[config.mk]
export PLATFORM = sky130hd
export DESIGN_NAME = xcvr_parity_bus
export DESIGN_NICKNAME = d
export VERILOG_FILES = /design/src/rtl/xcvr_pkg.sv /design/src/rtl/xcvr_xor_tree.sv /design/src/rtl/xcvr_parity_gen.sv /design/src/rtl/xcvr_dir_ctrl.sv /design/src/rtl/xcvr_parity_bus.sv
export SDC_FILE = /design/constraint.sdc
export NUM_CORES = 1
export LEC_CHECK = 0
export ABC_CLOCK_PERIOD_IN_PS = 1350
export CORE_AREA = 2 2 39 41
export DETAILED_ROUTE_END_ITERATION = 6
export DIE_AREA = 0 0 41 43
export GPL_TIMING_DRIVEN = 0
export PLACE_DENSITY = 0.78
export SLEW_MARGIN = 0
export SYNTH_ARGS = -nofsm -noshare
export SYNTH_HDL_FRONTEND = slang
export SYNTH_SLANG_ARGS = --single-unit
[constraint.sdc]
create_clock -name vclk -period 1.35
set_input_delay 0.27 -clock vclk [all_inputs]
set_output_delay 0.27 -clock vclk [all_outputs]
set_load 0.05 [all_outputs]
[src/rtl/xcvr_pkg.sv]
package xcvr_pkg;
  typedef struct packed {
    logic port_a;
    logic port_b;
    logic par;
    logic chk;
  } drive_t;
endpackage

[src/rtl/xcvr_xor_tree.sv]
module xcvr_xor_tree #(
  parameter int unsigned WIDTH = 8
) (
  input  logic [WIDTH-1:0] data_i,
  output logic             odd_o
);
  localparam int unsigned LEVELS = (WIDTH > 1) ? $clog2(WIDTH) : 1;
  localparam int unsigned LEAVES = 1 << LEVELS;

  // heap-ordered nodes: node k combines nodes 2k and 2k+1, leaves at LEAVES..
  logic [2*LEAVES-1:1] node;

  for (genvar i = 0; i < LEAVES; i++) begin : g_leaf
    if (i < WIDTH) begin : g_data
      assign node[LEAVES+i] = data_i[i];
    end else begin : g_pad
      assign node[LEAVES+i] = 1'b0;
    end
  end

  for (genvar k = 1; k < LEAVES; k++) begin : g_node
    assign node[k] = node[2*k] ^ node[2*k+1];
  end

  assign odd_o = node[1];
endmodule

[src/rtl/xcvr_parity_gen.sv]
module xcvr_parity_gen #(
  parameter int unsigned WIDTH = 8
) (
  input  logic [WIDTH-1:0] data_i,
  input  logic             odd_sel_i,
  output logic             par_o
);
  logic odd_cnt;

  xcvr_xor_tree #(.WIDTH(WIDTH)) u_tree (
    .data_i (data_i),
    .odd_o  (odd_cnt)
  );

  // select HIGH: bit set for an even count; select LOW: set for an odd count
  assign par_o = odd_cnt ^ odd_sel_i;
endmodule

[src/rtl/xcvr_dir_ctrl.sv]
module xcvr_dir_ctrl
  import xcvr_pkg::*;
(
  input  logic   float_i,
  input  logic   dir_tx_i,
  output drive_t drv_o
);
  logic active;

  always_comb begin
    active       = ~float_i;
    drv_o.port_b = active &  dir_tx_i;
    drv_o.par    = active &  dir_tx_i;
    drv_o.port_a = active & ~dir_tx_i;
    drv_o.chk    = active & ~dir_tx_i;
  end
endmodule

[src/rtl/xcvr_parity_bus.sv]
module xcvr_parity_bus
  import xcvr_pkg::*;
#(
  parameter int unsigned DATA_W = 8
) (
  input  logic              float_i,
  input  logic              dir_tx_i,
  input  logic              odd_sel_i,
  input  logic [DATA_W-1:0] a_in_i,
  output logic [DATA_W-1:0] a_out_o,
  output logic              a_oe_o,
  input  logic [DATA_W-1:0] b_in_i,
  output logic [DATA_W-1:0] b_out_o,
  output logic              b_oe_o,
  input  logic              par_in_i,
  output logic              par_out_o,
  output logic              par_oe_o,
  output logic              chk_ok_o,
  output logic              chk_oe_o
);
  drive_t drv;
  logic   par_from_a;
  logic   par_from_b;

  xcvr_dir_ctrl u_dir (
    .float_i  (float_i),
    .dir_tx_i (dir_tx_i),
    .drv_o    (drv)
  );

  xcvr_parity_gen #(.WIDTH(DATA_W)) u_gen_a (
    .data_i    (a_in_i),
    .odd_sel_i (odd_sel_i),
    .par_o     (par_from_a)
  );

  xcvr_parity_gen #(.WIDTH(DATA_W)) u_gen_b (
    .data_i    (b_in_i),
    .odd_sel_i (odd_sel_i),
    .par_o     (par_from_b)
  );

  always_comb begin
    b_out_o   = a_in_i;
    a_out_o   = b_in_i;
    par_out_o = par_from_a;
    chk_ok_o  = ~(par_from_b ^ par_in_i);
    a_oe_o    = drv.port_a;
    b_oe_o    = drv.port_b;
    par_oe_o  = drv.par;
    chk_oe_o  = drv.chk;
  end
endmodule

* Word-level counts from Yosys, hierarchy flattened *
Index checks and enable logic that the tools add are counted.

storage, ports and cells
  register bits after elaboration = 0
  bits of input ports = 20
  output and inout bits = 22
  word-level logic and storage cells = 22

cells by class
  bitwise logic cells = 22

operators with widths
  cell           number
  $xor A1 B1 Y1  17
  $not A1 Y1     3
  $and A1 B1 Y1  2

* Logic depth before layout (Yosys ltp) *
Gate-level depths: netlist of run 1.

  depth in word-level cells = 6
  mapped depth = 3
  depth with buffers taken out = 3

* Hierarchy *
Synthesis of run 1 repeated with hierarchy kept, for this count alone.

unflattened totals
  cells, all modules = 37
  area total of the unflattened synthesis = 301.5 um2

by module, submodules not included
  module           instances  cells each  area each (um2)
  xcvr_parity_bus  1          17          128.9
  xcvr_xor_tree    2          7           61.3
  xcvr_dir_ctrl    1          4           32.5
  xcvr_parity_gen  2          1           8.8

* Least setup slack after synthesis of run 1 *
No wires, ideal clock.

  path kind = input to output
  start = in a_in_i[3]
  end = out par_out_o
  data arrival time = 1,660 ps
  data required time = 1,080 ps
  setup slack = -580 ps
  stages on the path = 3
  path through = xnor2_1 > xnor3_1 > xnor2_1

between the ends
  cells in the longest elaborated chain, start to end = 4

RTL lines
  element                     RTL line               source
  start, declared             xcvr_parity_bus.sv:9   input logic [DATA_W-1:0] a_in_i,
  $xor A1 B1 Y1 (3 in a row)  xcvr_xor_tree.sv:22    assign node[k] = node[2*k] ^ node[2*k+1];
  $xor A1 B1 Y1               xcvr_parity_gen.sv:16  assign par_o = odd_cnt ^ odd_sel_i;
  end, declared               xcvr_parity_bus.sv:16  output logic par_out_o,

Every way passes these cells.

* Final worst setup path of run 1 *
  start = in b_in_i[7]
  end = out chk_ok_o

between the ends
  cells in the longest elaborated chain, start to end = 6

RTL lines
  element                     RTL line               source
  start, declared             xcvr_parity_bus.sv:12  input logic [DATA_W-1:0] b_in_i,
  $xor A1 B1 Y1 (3 in a row)  xcvr_xor_tree.sv:22
  $xor A1 B1 Y1               xcvr_parity_gen.sv:16
  $xor A1 B1 Y1               xcvr_parity_bus.sv:47  chk_ok_o = ~(par_from_b ^ par_in_i);
  $not A1 Y1                  xcvr_parity_bus.sv:47
  end, declared               xcvr_parity_bus.sv:18  output logic chk_ok_o,

Every way passes these cells.

==> results of run 1 <==
Yosys cell counts, drive strengths merged:
cell | count | area share
buf | 18 | 0.44
xnor2 | 11 | 0.32
nor2b | 1 | 0.021
nor2 | 1 | 0.012
xnor3 | 2 | 0.15
xor2 | 2 | 0.058
critical path, delay by kind of cell:
family	cells	cell delay [ns]
xor gates and xnor gates	3	0.76
buffers and inverters	2	0.27
cells by family (layout without fill, tap and decap cells):
logic type | Yosys count | count (layout) | synth area share
buf+inv | 18 | 61 | 0.444
simple gates | 2 | 2 | 0.0329
xor+xnor | 15 | 15 | 0.523
layout make-up:
type / count / area [µm²]
multi-input combinational: 17 / 287
tap: 16 / 20.0
buffer: 18 / 135
timing repair buffer: 43 / 410
fill: 127 / 532
power by group through the flow:
stage	logic (W)	clock network (W)	registers, W
CTS	0.000658	0	0
global placement	0.000630	0	0
finish	0.000652	0	0
global route	0.000687	0	0
detailed placement	0.000639	0	0
floorplan	0.000442	0	0
final timing paths:
| check | startpoint | end | slack (ns) | cells after the start |
|---|---|---|---|---|
| max | b_in_i[7] | chk_ok_o | -0.23 | 5 |
| min | a_in_i[2] | b_out_o[2] | 0.99 | 3 |
metal layers:
| layer | wire length, µm | share of wire |
|---|---|---|
| met5 | 0 | 0 |
| met3 | 104 | 0.13 |
| met1 | 221 | 0.28 |
| met2 | 453 | 0.58 |
| met4 | 0 | 0 |
through the flow:
step / std cells / cell area [µm²]
global placement: 93 / 796
CTS: 94 / 850
finish: 94 / 852
detailed placement: 93 / 796
floorplan: 35 / 355
global route: 94 / 852
repair_timing:
| action | CTS | global route |
|---|---|---|
| pin swaps | 12 | 6 |
| endpoints found under the setup margin | 22 | 3 |
| setup buffers | 1 | 0 |
| gates resized for setup | 127 | 14 |
| gates cloned | 0 | 0 |
==> impl_metrics.ini, run 1 <==
[power]
power.static_leakage_nw = 0.440
cell_internal_pwr_w = 0.000305
ir_drop_mv = 0.393
power.share.combinational = 1.000
switching_power_w = 0.000347
pwr_density_cell_nw_per_um2 = 765
power.share.sequential = 0
swShare = 0.532
clock_power_share = 0
power.total_w = 0.000652

[grt]
globalRouteMet1Util = 0.134
grtUsageMet3 = 0.00524
grt_first_pass_wirelength_mm = 1.43
globalRouteTotalUtil = 0.113
grt_remaining_overflow = 0
first_global_vias = 380
number_of_antenna_violations_at_the_first_check_in_global_routing = 0
grt_max_degree = 3
global_route.usage.met2 = 0.219
most_congested_layer_reported_by_global_routing = met2

[detailed_routing]
drt-initial-drc-count = 0
postRouteWirelength_um = 779
dr_total_vias = 352
drc = 0
detailedRoute.firstPassIterationCount = 1
avgRoutedWirePerCell_um = 8.29
post_drt_via_cell_ratio = 3.74
drt.antenna.violating_nets = 0

[logic_synthesis]
syn-cell-area_um2 = 304
yosysWarningCount = 0
synth.net_count = 55
post_synth.cell_area_avg_um2 = 8.69
synthCells = 35
ys_seq_area_frac = 0
post_synth_num_cell_types = 6

[timing]
final_critical_period_ns = 1.58
slew-limit-headroom = 0.674
total_negative_setup_slack_ns = -0.454
finalWorstSetupSlack_ns = -0.228
setup_viol = 2
worst_pin_slew_ns = 0.490
hold-worst-slack_ns = 0.986
max_clock_freq_mhz = 634
grt_setup_unrepaired = true
drv_slew = 0
finalHoldViolations = 0
post-route-period-util = 1.17

[setup_path]
worst_ep_arrival_time_ns = 1.31
cp.required_ns = 1.08
timing.critical_path.from_type = input pin
setup.worst_path.end_class = primary output
critical_path.max_fanout = 2
critical_path.cell_chain = buf_8 -> xnor2_2 -> xnor3_2 -> xnor2_4 -> buf_6
cpMaxStageDelayCell = xnor3_2
max_stage_delay_ns = 0.48
critical_path_class = input pin to primary output

[place]
gp_routability_congestion = 0.543
io_buffer_count = 42
dp_slack_ns = -1.32
hpwlAfterDp_um = 703

[floorplanning]
die_ht_um = 43
ioPinCount = 42
core_area_um2 = 1380
rows = 14
starting_utilization_of_the_core_area = 0.220
die-width_um = 41
die_area_um2 = 1760

[finish]
fraction_of_final_layout_cells_sized_beyond_drive_strength_1 = 0.756
commonest_non_fill_non_tap_cells_in_the_layout = buf_4 (19), dlygate4sd2_1 (13), clkdlybuf4s15_2 (9)
num_antenna_cells = 0
final_net_count = 100
fin_util = 0.616
layout_commonest_cell = buf_4
regArea_um2 = 0
layout.clock_buffers = 0
seq_cells = 0
area.growth.synth_to_final_pct = 180

[worst_hold_path]
timing.hold.worst.class = input pin to primary output

[outcome]
status = finished, violations left
failing_checks = negative setup slack

[clock_tree]
cts.hold.buffers_added = 0

[run]
max_cap_viol_count = 0
(Power assumes the default switching activity.)
==> run 2: changes to the inputs <==
- ABC_CLOCK_PERIOD_IN_PS: 1350 -> 1500
- GPL_TIMING_DRIVEN: 0 -> unset
- clock period: 1.35 -> 1.5 ns (I/O delays scaled with it)
==> impl_metrics.ini, run 2 (same netlist as run 1, synthesis figures left out) <==
[setup_path]
cp-endpoint = par_out_o
worst_ep_arrival_time_ns = 1.36
cp.required_ns = 1.20
timing.critical_path.from_type = input pin
critical_path.startpoint = a_in_i[3]
setup.worst_path.end_class = primary output
critical_path_class = input pin to primary output
critical_path.max_fanout = 2

[timing]
grt_setup_unrepaired = true
finalWorstSetupSlack_ns = -0.161
drv_slew = 0
worst_pin_slew_ns = 0.213
slew-limit-headroom = 0.858
post-route-period-util = 1.11
setup_viol = 2
max_clock_freq_mhz = 602
hold-worst-slack_ns = 0.902
final_critical_period_ns = 1.66
finalHoldViolations = 0
total_negative_setup_slack_ns = -0.317

[finish]
commonest_non_fill_non_tap_cells_in_the_layout = buf_12 (22), buf_4 (20), dlygate4sd2_1 (6)
fin_util = 0.753
seq_cells = 0
final_net_count = 101
regArea_um2 = 0
multi_input_comb_area_um2 = 262
num_antenna_cells = 0
area.growth.synth_to_final_pct = 243
layout_commonest_cell = buf_12
final_area_um2 = 1040
layout.clock_buffers = 0
fraction_of_final_layout_cells_sized_beyond_drive_strength_1 = 0.823
filler_cell_count = 100

[detailed_routing]
detailedRoute.firstPassIterationCount = 1
avgRoutedWirePerCell_um = 9.65
drt.antenna.violating_nets = 0
post_drt_via_cell_ratio = 3.86
dr_total_vias = 367
drc = 0
postRouteWirelength_um = 917
drt-initial-drc-count = 0

[floorplanning]
ioPinCount = 42
die_ht_um = 43
core_area_um2 = 1380
die_area_um2 = 1760
die-width_um = 41
starting_utilization_of_the_core_area = 0.220
rows = 14

[place]
gp_routability_congestion = 0.616
io_buffer_count = 42
hpwlAfterDp_um = 861
dpl_cell_area_um2 = 1020

[power]
pwr_density_cell_nw_per_um2 = 705
ir_drop_mv = 0.561
power.static_leakage_nw = 0.523

[outcome]
status = finished, violations left
failing_checks = negative setup slack

[grt]
grt_first_pass_wirelength_mm = 1.48
first_global_vias = 410
number_of_antenna_violations_at_the_first_check_in_global_routing = 0
grt_max_degree = 3
globalRouteTotalUtil = 0.116
grt_remaining_overflow = 0

[clock_tree]
cts.hold.buffers_added = 0

[worst_hold_path]
timing.hold.worst.class = input pin to primary output

[run]
max_cap_viol_count = 0
## run 2: changes by cell type in the layout (fill, tap and decap cells not counted), moves of 3 or more
cell,before,now
dlygate4sd2_1,13,6
xnor2_1,1,4
clkdlybuf4s15_2,9,0
buf_12,0,22
xnor2_2,8,5
clkdlybuf4s15_1,4,0
## run 2: metal layers
layer	share of wire	global-route usage
met1	0.23	0.109
met4	0	0
met5	0	0
met2	0.65	0.247
met3	0.11	0.0157
## run 2: how the worst min path moves through the flow
stage / start / endpoint / slack [ns] / depth (start not counted)
finish: b_in_i[1] / a_out_o[1] / 0.90 / 3
global route: b_in_i[1] / a_out_o[1] / 0.91 / 3
CTS: b_in_i[1] / a_out_o[1] / 0.90 / 3
detailed placement: a_in_i[0] / b_out_o[0] / 1.33 / 3
global placement: dir_tx_i / chk_oe_o / 1.30 / 3
floorplan: float_i / a_oe_o / 0.70 / 1
## run 2: repair_timing
action / 4_1_cts / 5_1_grt
pin swaps: 15 / 6
resized for setup: 54 / 11
setup buffers: 1 / 0
gates cloned: 0 / 0
setup endpoints to repair: 4 / 6
## run 2: worst max-delay path, cell delays in order
cell and delay (ns):
buf_8 0.10, xnor2_2 0.13, xnor3_2 0.48, xnor2_4 0.20, buf_12 0.15
## run 2: metrics by stage
stage / setup slack (ns) / cells / power [W]
4_1_cts: -0.200 / 95 / 0.000738
6_report: -0.161 / 95 / 0.000734
2_1_floorplan: -0.103 / 35 / 0.000398
3_5_place_dp: -0.569 / 94 / 0.000736
3_3_place_gp: -0.571 / 94 / 0.000728
5_1_grt: -0.200 / 95 / 0.000761
## run 2: power breakdown
part	switching, W	internal, W	leakage, nW
Combinational	0.000335	0.000399	0.523
Clock	0	0	0
Sequential	0	0	0
Total	0.000335	0.000399	0.523
## run 2: layout make-up
| class | instances | area share |
|---|---|---|
| tap | 16 | 0.0192 |
| multi-input combinational | 17 | 0.251 |
| timing repair buffer | 62 | 0.730 |
